$ cat config.mk
export PLATFORM = sky130hd
export DESIGN_NAME = rfe_eval
export DESIGN_NICKNAME = d
export VERILOG_FILES = /design/src/rtl/rfe_pkg.sv /design/src/rtl/rfe_cswap.sv /design/src/rtl/rfe_layer.sv /design/src/rtl/rfe_eval.sv
export SDC_FILE = /design/constraint.sdc
export NUM_CORES = 1
export LEC_CHECK = 0
export BUFFER_PORTS_ARGS = -buffer_cell sky130_fd_sc_hd__buf_2
export CORE_MARGIN = 5
export CORE_UTILIZATION = 50
export CTS_BUF_LIST = sky130_fd_sc_hd__clkbuf_4
export CTS_CLUSTER_SIZE = 30
export DETAILED_ROUTE_END_ITERATION = 10
export GPL_TIMING_DRIVEN = 0
export PLACE_DENSITY = 0.75
export SETUP_SLACK_MARGIN = 0.02
export SLEW_MARGIN = 30
export SYNTH_ARGS = -nofsm -noshare
export SYNTH_HDL_FRONTEND = slang
export SYNTH_SLANG_ARGS = --single-unit
export TNS_END_PERCENT = 50
$ cat constraint.sdc
create_clock -name clk -period 0.8 [get_ports clk]
set_input_delay 0.12 -clock clk [delete_from_list [all_inputs] [get_ports clk]]
set_output_delay 0.12 -clock clk [all_outputs]
set_load 0.005 [all_outputs]
$ cat src/rtl/rfe_pkg.sv
// Package: sizes and the cell schedule of the reversible evaluator.
// Assumes that cells placed in the same layer touch disjoint wires.
package rfe_pkg;
    localparam int ARG_W  = 3;
    localparam int SCR_W  = 2;
    localparam int RES_N  = 2;
    localparam int NFWD   = 2;
    localparam int RES_W  = 2 * RES_N;
    localparam int WIRES  = ARG_W + SCR_W + RES_W;
    localparam int SCR_LO = ARG_W;
    localparam int RES_LO = ARG_W + SCR_W;
    localparam int NCELL  = 2 * NFWD + RES_N;
    localparam int NLAYER = 2 * NFWD + 1;
    localparam logic [SCR_W-1:0] SCR_CLEAN = 2'b10;
    localparam logic [RES_W-1:0] RES_CLEAN = {{RES_N{1'b1}}, {RES_N{1'b0}}};

    typedef struct packed {
        int ctl;
        int a;
        int b;
        int layer;
    } cell_t;

    // Forward network: wire 3 <- x0&x1, then wire 2 <- (x0&x1)|x2
    function automatic cell_t fwd_cell(input int i);
        cell_t c;
        c.layer = 0;
        case (i)
            0:       begin c.ctl = 0;          c.a = 1; c.b = SCR_LO;     end
            default: begin c.ctl = SCR_LO;     c.a = 2; c.b = SCR_LO + 1; end
        endcase
        return c;
    endfunction

    // Wire that carries result bit k once the forward network has run
    function automatic int y_wire(input int k);
        return (k == 0) ? SCR_LO : 2;
    endfunction

    // Full schedule: forward cells, copy cells, then forward cells mirrored
    function automatic cell_t sched(input int idx);
        cell_t c;
        int k;
        if (idx < NFWD) begin
            c = fwd_cell(idx);
            c.layer = idx;
        end else if (idx < NFWD + RES_N) begin
            k = idx - NFWD;
            c.ctl = y_wire(k);
            c.a = RES_LO + k;
            c.b = RES_LO + RES_N + k;
            c.layer = NFWD;
        end else begin
            k = idx - NFWD - RES_N;
            c = fwd_cell(NFWD - 1 - k);
            c.layer = NFWD + 1 + k;
        end
        return c;
    endfunction
endpackage

$ cat src/rtl/rfe_cswap.sv
// Controlled-swap cell: exchanges the data pair when ctl is 1.
// Combinational and self-inverse; the control is not modified.
module rfe_cswap (
    input  logic ctl,
    input  logic a_in,
    input  logic b_in,
    output logic a_out,
    output logic b_out
);
    // conditional exchange of the two data bits
    always_comb begin
        a_out = ctl ? b_in : a_in;
        b_out = ctl ? a_in : b_in;
    end
endmodule

$ cat src/rtl/rfe_layer.sv
// One registered layer: applies every scheduled cell whose layer equals
// LAYER to the wire vector, then registers it. Assumes disjoint cells.
module rfe_layer #(
    parameter int LAYER = 0
) (
    input  logic                      clk,
    input  logic                      rst_n,
    input  logic                      in_valid,
    input  logic [rfe_pkg::WIRES-1:0] in_vec,
    output logic                      out_valid,
    output logic [rfe_pkg::WIRES-1:0] out_vec
);
    import rfe_pkg::*;

    logic [WIRES-1:0] chain [NCELL+1];
    assign chain[0] = in_vec;

    for (genvar i = 0; i < NCELL; i++) begin : g_cell
        localparam cell_t C = sched(i);
        if (C.layer == LAYER) begin : g_on
            logic ao, bo;
            logic [WIRES-1:0] nxt;
            rfe_cswap u_cs (
                .ctl  (chain[i][C.ctl]),
                .a_in (chain[i][C.a]),
                .b_in (chain[i][C.b]),
                .a_out(ao),
                .b_out(bo)
            );
            // splice the cell outputs into the wire vector
            always_comb begin
                nxt = chain[i];
                nxt[C.a] = ao;
                nxt[C.b] = bo;
            end
            assign chain[i+1] = nxt;
        end else begin : g_off
            assign chain[i+1] = chain[i];
        end
    end

    // layer register with synchronous active-low reset
    always_ff @(posedge clk) begin
        if (!rst_n) begin
            out_valid <= 1'b0;
            out_vec   <= '0;
        end else begin
            out_valid <= in_valid;
            out_vec   <= chain[NCELL];
        end
    end
endmodule

$ cat src/rtl/rfe_eval.sv
// Top: compute, copy and uncompute layers in series, NLAYER cycles latency.
// Assumes the caller supplies clean scratch and result words when it wants y.
module rfe_eval (
    input  logic                              clk,
    input  logic                              rst_n,
    input  logic                              in_valid,
    input  logic [rfe_pkg::ARG_W-1:0]         in_arg,
    input  logic [rfe_pkg::SCR_W-1:0]         in_scratch,
    input  logic [rfe_pkg::RES_W-1:0]         in_result,
    output logic                              out_valid,
    output logic [rfe_pkg::ARG_W-1:0]         out_arg,
    output logic [rfe_pkg::SCR_W-1:0]         out_scratch,
    output logic [rfe_pkg::RES_W-1:0]         out_result
);
    import rfe_pkg::*;

    logic [WIRES-1:0] vec [NLAYER+1];
    logic             vld [NLAYER+1];

    assign vec[0] = {in_result, in_scratch, in_arg};
    assign vld[0] = in_valid;

    for (genvar l = 0; l < NLAYER; l++) begin : g_layer
        rfe_layer #(.LAYER(l)) u_layer (
            .clk      (clk),
            .rst_n    (rst_n),
            .in_valid (vld[l]),
            .in_vec   (vec[l]),
            .out_valid(vld[l+1]),
            .out_vec  (vec[l+1])
        );
    end

    assign out_valid   = vld[NLAYER];
    assign out_arg     = vec[NLAYER][ARG_W-1:0];
    assign out_scratch = vec[NLAYER][SCR_LO +: SCR_W];
    assign out_result  = vec[NLAYER][RES_LO +: RES_W];
endmodule

## Word level (Yosys, flattened, before mapping)

Index checks and enable logic that the tools add are counted.

- Register bits: 50
- Input bits: 12

- Mux-type cells: 12

Operators with widths:

| operator | count |
|---|---|
| 1-bit two-way mux | 12 |

## Longest topological paths before layout

Gate-level depths: netlist of the first run.

- Word-level depth: 1
- Mapped depth: 2

## Hierarchy

From an unflattened synthesis of the first run, not the netlist that was laid out.

- Cell total of the unflattened synthesis: 112
- Area, all modules: 1448.9 um2

By module, submodules not included:

| module | seq. area each (um2) | cells an instance | area an instance (um2) | times used |
|---|---|---|---|---|
| rfe_layer | 200.2 | 20 | 262.8 | 5 |
| rfe_cswap | 0.0 | 2 | 22.5 | 6 |

## Worst setup path after synthesis of the first run

Ideal clock, no wire load.

- Kind: reg-to-reg
- Start: register g_layer[1].u_layer.out_vec[3] (netlist bit)
- End: register g_layer[2].u_layer.out_vec[5] (netlist bit)
- Path slack: 111 ps
- Buffers on the path: 0
- Arrival: 573 ps
- Required time: 684 ps
- Cell stages (with the launch flop): 3
- Cell sequence: dfxtp_1 mux2i_1 nor2b_1

- Cells in the longest elaborated chain, start to end: 1

Ends and longest elaborated chain:

| element | RTL line | text |
|---|---|---|
| from (decl) | rfe_layer.sv:11 | `output logic [rfe_pkg::WIRES-1:0] out_vec` |
| from (signal assigned) | rfe_layer.sv:49 | `out_vec <= chain[NCELL];` |
| 1-bit two-way mux | rfe_cswap.sv:12 | `a_out = ctl ? b_in : a_in;` |
| to (signal assigned) | rfe_layer.sv:49 |  |
| to (decl) | rfe_layer.sv:11 |  |

No other way between the ends.
A chain may end at the register's enable or synchronous reset.

## Worst setup path in the final report of the first run

- Start: register g_layer[4].u_layer.out_vec[1] (netlist bit)
- End: output port out_arg[1] (netlist bit)

RTL lines:

| element | RTL line | text |
|---|---|---|
| from (decl) | rfe_layer.sv:11 |  |
| from (signal assigned) | rfe_layer.sv:49 |  |
| to (decl) | rfe_eval.sv:11 | `output logic [rfe_pkg::ARG_W-1:0] out_arg,` |

No word-level cell between the ends.

==> results of run 1 <==
==> cell usage after synthesis <==
cell / n / area, µm²
and2_1: 38 / 238
clkbuf_2: 4 / 20.0
buf_2: 1 / 5.00
mux2i_1: 12 / 120
dfxtp_1: 50 / 1000
nor2b_1: 12 / 75.1
==> cell usage in the layout (no fill, tap or decap) <==
cell | Yosys | layout
mux2i_1 | 12 | 12
nor2b_1 | 12 | 12
dfxtp_1 | 50 | 43
buf_2 | 1 | 20
clkbuf_2 | 4 | 4
dlygate4sd3_1 | 0 | 7
dfxtp_2 | 0 | 7
clkbuf_4 | 0 | 7
buf_6 | 0 | 1
bufinv_16 | 0 | 1
and2_1 | 38 | 38
==> final cells by class <==
class,instances,area share
multi-input cells,62,0.245
plain buffers,5,0.0142
clock inverters,1,0.0170
repair buffers,27,0.0999
well taps,31,0.0220
flip-flops and latches,50,0.572
clock buffers,7,0.0298
==> worst register-to-register path, cell delays in order, from the launching register on <==
cell and delay [ps]:
dfxtp_2 370, mux2i_1 190, nor2b_1 60
==> path summary, 6_finish.rpt <==
path,startpoint,endpoint,slack [ps],cells after the start
worst min register to register,g_layer[1].u_layer.out_vec[1],g_layer[2].u_layer.out_vec[1],440,1
worst min-delay path,in_arg[0],g_layer[0].u_layer.out_vec[0],30,2
worst max-delay path,g_layer[4].u_layer.out_vec[1],out_arg[1],-110,1
worst max register to register,g_layer[3].u_layer.out_vec[0],g_layer[4].u_layer.out_vec[1],80,2
==> metal layers <==
metal / up-vias / track usage
li1: 433 / -
met1: 347 / 0.104
met2: 25 / 0.161
met3: 5 / 0.0701
met4: 0 / 0.0623
met5: - / 0
==> registers in the layout, indices dropped and copies added (netlist names) <==
| register | flops |
|---|---|
| g_layer.u_layer.out_vec | 45 |
| g_layer.u_layer.out_valid | 5 |
==> report_power, final <==
part | internal, mW | switching (mW)
combinational | 0.113 | 0.0643
clock | 0.731 | 0.694
sequential | 2.57 | 0.0285
total | 3.42 | 0.787
==> timing repair <==
action / in CTS / in global routing
setup endpoints to repair: 10 / 19
hold buffers: 7 / 0
resized for setup: 0 / 8
hold endpoints to repair: 7 / 0
==> per-stage QoR <==
step / area, µm² / std cells / TNS (ps) / util / hold WS [ps]
finish: 1770 / 183 / -1020 / 0.635 / 28.6
detailed placement: 1600 / 168 / 0 / 0.574 / 329
CTS: 1750 / 183 / -1200 / 0.629 / 13.5
floorplan: 1460 / 117 / 0 / - / 247
global placement: 1600 / 168 / 0 / 0.574 / 325
global route: 1770 / 183 / -1600 / 0.635 / 20.5
==> kinds of logic (layout without fill, tap and decap cells) <==
logic type / Yosys count / after routing
flops: 50 / 50
simple gates: 50 / 50
mux: 12 / 12
buf+inv: 5 / 40
==> flow_summary.yaml, run 1 <==
synth:
  synth_area_um2: 1460
  yosys.area_share.simple: 0.214
  yosysWarnings: 0
  syn_area_per_cell_um2: 12.5
  synth-seq-cells: 50
  synthesis.nets: 129
  synthesis.instances: 117
  synth_compound_area_frac: 0
  synthMuxAreaShare: 0.0823
  synth_seq_area_share: 0.686
  synth_top_family_by_area: "simple AND/OR/NAND/NOR gates"
  netlist-cell-type-count: 6
  synth_xor_area_frac: 0
  synth_fa_ha_area_frac: 0
cells_and_area:
  fin_nets: 163
  area_growth_pct: 21.0
  multi_input_area_um2: 433
  n_fill_cell: 214
  antennaDiodeCount: 0
  seq_area_um2: 1010
  layout-drive-gt1-share: 0.263
detailed_routing:
  route.detailed.drc: 0
  wl_met1_um: 756
  drtIter0Drc: 33
  routed_via_density: 4.43
  drt_pass1_iterations: 2
  drt_wl_total_um: 1830
  dr.max_layer_used: "met4"
  final_antenna_net_count: 0
  vias: 810
  avgRoutedWirePerCell_um: 9.98
  met2_wirelength_um: 864
  route.met3.wl_um: 158
worst_setup_path:
  critical_path.max_stage_delay_ps: 330
  cp-end-kind: "output port"
  cp_slowest_cell: "dfxtp_2"
  path_cells: "buf_2"
  critPathMaxFanout: 1
  crit_family: "flip-flops"
  path_class: "reg2out"
  crit_required_ps: 680
  start_kind: "flop"
  worstPathArrival_ps: 790
  worst-path-buf-inv: 1
timing:
  finalCritPeriodShare: 1.14
  setup_viol: 10
  final.setup_skew_ps: 8.85
  setup_slack_ps: -114
  relSlewSlack: 0.900
  rsz0062_at_grt: "true"
  min_period_ps: 914
  slew_viol_final: 0
  hold_viol_final: 0
  fmax_mhz: 1090
  tightestPinTransition_ps: 146
cts:
  numClockSinks: 50
  cts_buffers: 5
  root_buffer: "clkbuf_4"
  htreeDepth: 2
  cts_setup_buffers: 0
  cts_tree: "built"
  clkSlewWorstSetupHoldPaths_ps: 130
  clock_path_buffers: 2
  clkLatencyLatePin_ps: 350
floorplan:
  rows: 19
  core-area_um2: 2780
  dieHeight_um: 64.0
  die_w_um: 64.0
  ios: 22
  start_util: 0.525
  die_area_um2: 4100
outcome:
  violations: "setup timing"
  outcome: "complete, but fails checks"
place:
  pre_cts_ws_ps: 48.5
  port_buffers: 20
  place_congestion: 0.675
global_route:
  grtUsageTotal: 0.105
  grt_start_max_net_pins: 15
  overflow: 0
  grt_pass1_vias: 754
  grt_antenna_before_repair: 0
  grt_pass1_wl_um: 3150
flow_run:
  drv_cap: 0
worst_hold_path:
  hp-class: "in2reg"
pwr:
  power_density_nw_per_um2: 2380
  power.leakage_nw: 0.764
  total_power_mw: 4.20
  vdd.ir_drop.worst_mv: 1.75
(Power assumes the default switching activity.)
==> run 2, diff against run 1 <==
--- a/config.mk
+++ b/config.mk
@@ -8,7 +8,6 @@
 export BUFFER_PORTS_ARGS = -buffer_cell sky130_fd_sc_hd__buf_2
 export CORE_MARGIN = 5
 export CORE_UTILIZATION = 50
-export CTS_BUF_LIST = sky130_fd_sc_hd__clkbuf_4
 export CTS_CLUSTER_SIZE = 30
 export DETAILED_ROUTE_END_ITERATION = 10
 export GPL_TIMING_DRIVEN = 0
==> flow_summary.yaml, run 2 (synthesis results as in run 1) <==
detailed_routing:
  routed_via_density: 4.43
  route.detailed.drc: 0
  drtIter0Drc: 32
  drt_wl_total_um: 1800
  final_antenna_net_count: 0
  drt_pass1_iterations: 2
  avgRoutedWirePerCell_um: 9.84
  vias: 810
global_route:
  grtUsageTotal: 0.101
  grt_pass1_vias: 754
  grt_start_max_net_pins: 15
  overflow: 0
  grt_pass1_wl_um: 3130
  grt_antenna_before_repair: 0
pwr:
  vdd.ir_drop.worst_mv: 1.74
  power.leakage_nw: 0.757
  power_density_nw_per_um2: 2340
worst_setup_path:
  cp-end-kind: "output port"
  cp_num_cells: 1
  critical_path.max_stage_delay_ps: 330
  path_cells: "buf_2"
  r2r_cells: 2
  crit_required_ps: 680
  worstPathArrival_ps: 790
  critPathMaxFanout: 1
  start_kind: "flop"
  cp_slowest_cell: "dfxtp_2"
  path_class: "reg2out"
  worst-path-buf-inv: 1
  crit_family: "flip-flops"
cts:
  root_buffer: "clkbuf_4"
  cts_setup_buffers: 0
  numClockSinks: 50
  htreeDepth: 2
  clkSlewWorstSetupHoldPaths_ps: 120
  cts_buffers: 5
  clock_path_buffers: 2
  cts_tree: "built"
  clkLatencyLatePin_ps: 340
timing:
  hold_viol_final: 0
  setup_viol: 10
  fmax_mhz: 1100
  setup_slack_ps: -105
  final.setup_skew_ps: 7.81
  slew_viol_final: 0
  relSlewSlack: 0.900
  holdWs_ps: 36.0
  rsz0062_at_grt: "true"
  finalCritPeriodShare: 1.13
  min_period_ps: 905
  tightestPinTransition_ps: 146
cells_and_area:
  area_growth_pct: 20.5
  final_common_cell: "dfxtp_1"
  seq_area_um2: 1010
  n_fill_cell: 216
  top_register: "g_layer.u_layer.out_vec"
  fin_nets: 163
  reg_top3: "g_layer.u_layer.out_vec (45), g_layer.u_layer.out_valid (5)"
  largest_register_ffs: 45
  layout-drive-gt1-share: 0.250
  final_util: 0.632
  multi_input_area_um2: 433
  layout_common_cells: "dfxtp_1 (43), and2_1 (38), buf_2 (20)"
  antennaDiodeCount: 0
worst_hold_path:
  hold-path-cell-count: 2
  hp-class: "in2reg"
place:
  place_congestion: 0.675
  port_buffers: 20
floorplan:
  die_area_um2: 4100
  rows: 19
  core-area_um2: 2780
  dieHeight_um: 64.0
  ios: 22
  start_util: 0.525
  die_w_um: 64.0
outcome:
  outcome: "complete, but fails checks"
  violations: "setup timing"
flow_run:
  drv_cap: 0
## run 2: final timing paths
kind / start / slack (ps) / to
max: g_layer[4].u_layer.out_vec[1] / -110 / out_arg[1]
min reg2reg: g_layer[1].u_layer.out_vec[1] / 440 / g_layer[2].u_layer.out_vec[1]
max reg2reg: g_layer[3].u_layer.out_vec[0] / 90 / g_layer[4].u_layer.out_vec[1]
min: in_arg[0] / 40 / g_layer[0].u_layer.out_vec[0]
## run 2: metrics by stage
step	TNS [ps]	setup slack (ps)	cell area, µm²	power, mW	cells
final	-914	-105	1760	4.12	183
after global routing	-1500	-166	1760	4.32	183
after CTS	-1140	-120	1740	4.17	183
after detailed placement	0	48.5	1600	2.81	168
after global placement	0	73.7	1600	2.80	168
after floorplan	0	111	1460	2.75	117
## run 2: repair_timing
action | in CTS | in global routing
hold endpoints to repair | 7 | 0
hold buffers | 7 | 0
gates resized for setup | 0 | 8
setup endpoints to repair | 10 | 19
## run 2: worst reg2reg max path, stage by stage, from the launching register on
cell,delay [ps]
dfxtp_2,370
mux2i_1,190
nor2b_1,60
## run 2: power breakdown
group	internal (mW)	switching (mW)	leakage (nW)	total (mW)
logic	0.113	0.0643	0.306	0.177
clock network	0.664	0.677	0.0395	1.34
registers	2.57	0.0282	0.412	2.60
## run 2: final cells by class
cell class              instances  area share
flip-flops and latches         50       0.574
multi-input cells              62       0.246
repair buffers                 27       0.100
clock buffers                   7      0.0256
well taps                      31      0.0221
clock inverters                 1      0.0171
plain buffers                   5      0.0142
## run 2: per-layer routing
metal,track usage,up-vias,part of all wire
met5,0,-,0
met4,0.0545,0,0.022
met3,0.0595,6,0.092
met2,0.161,24,0.47
met1,0.104,345,0.41
li1,-,435,-
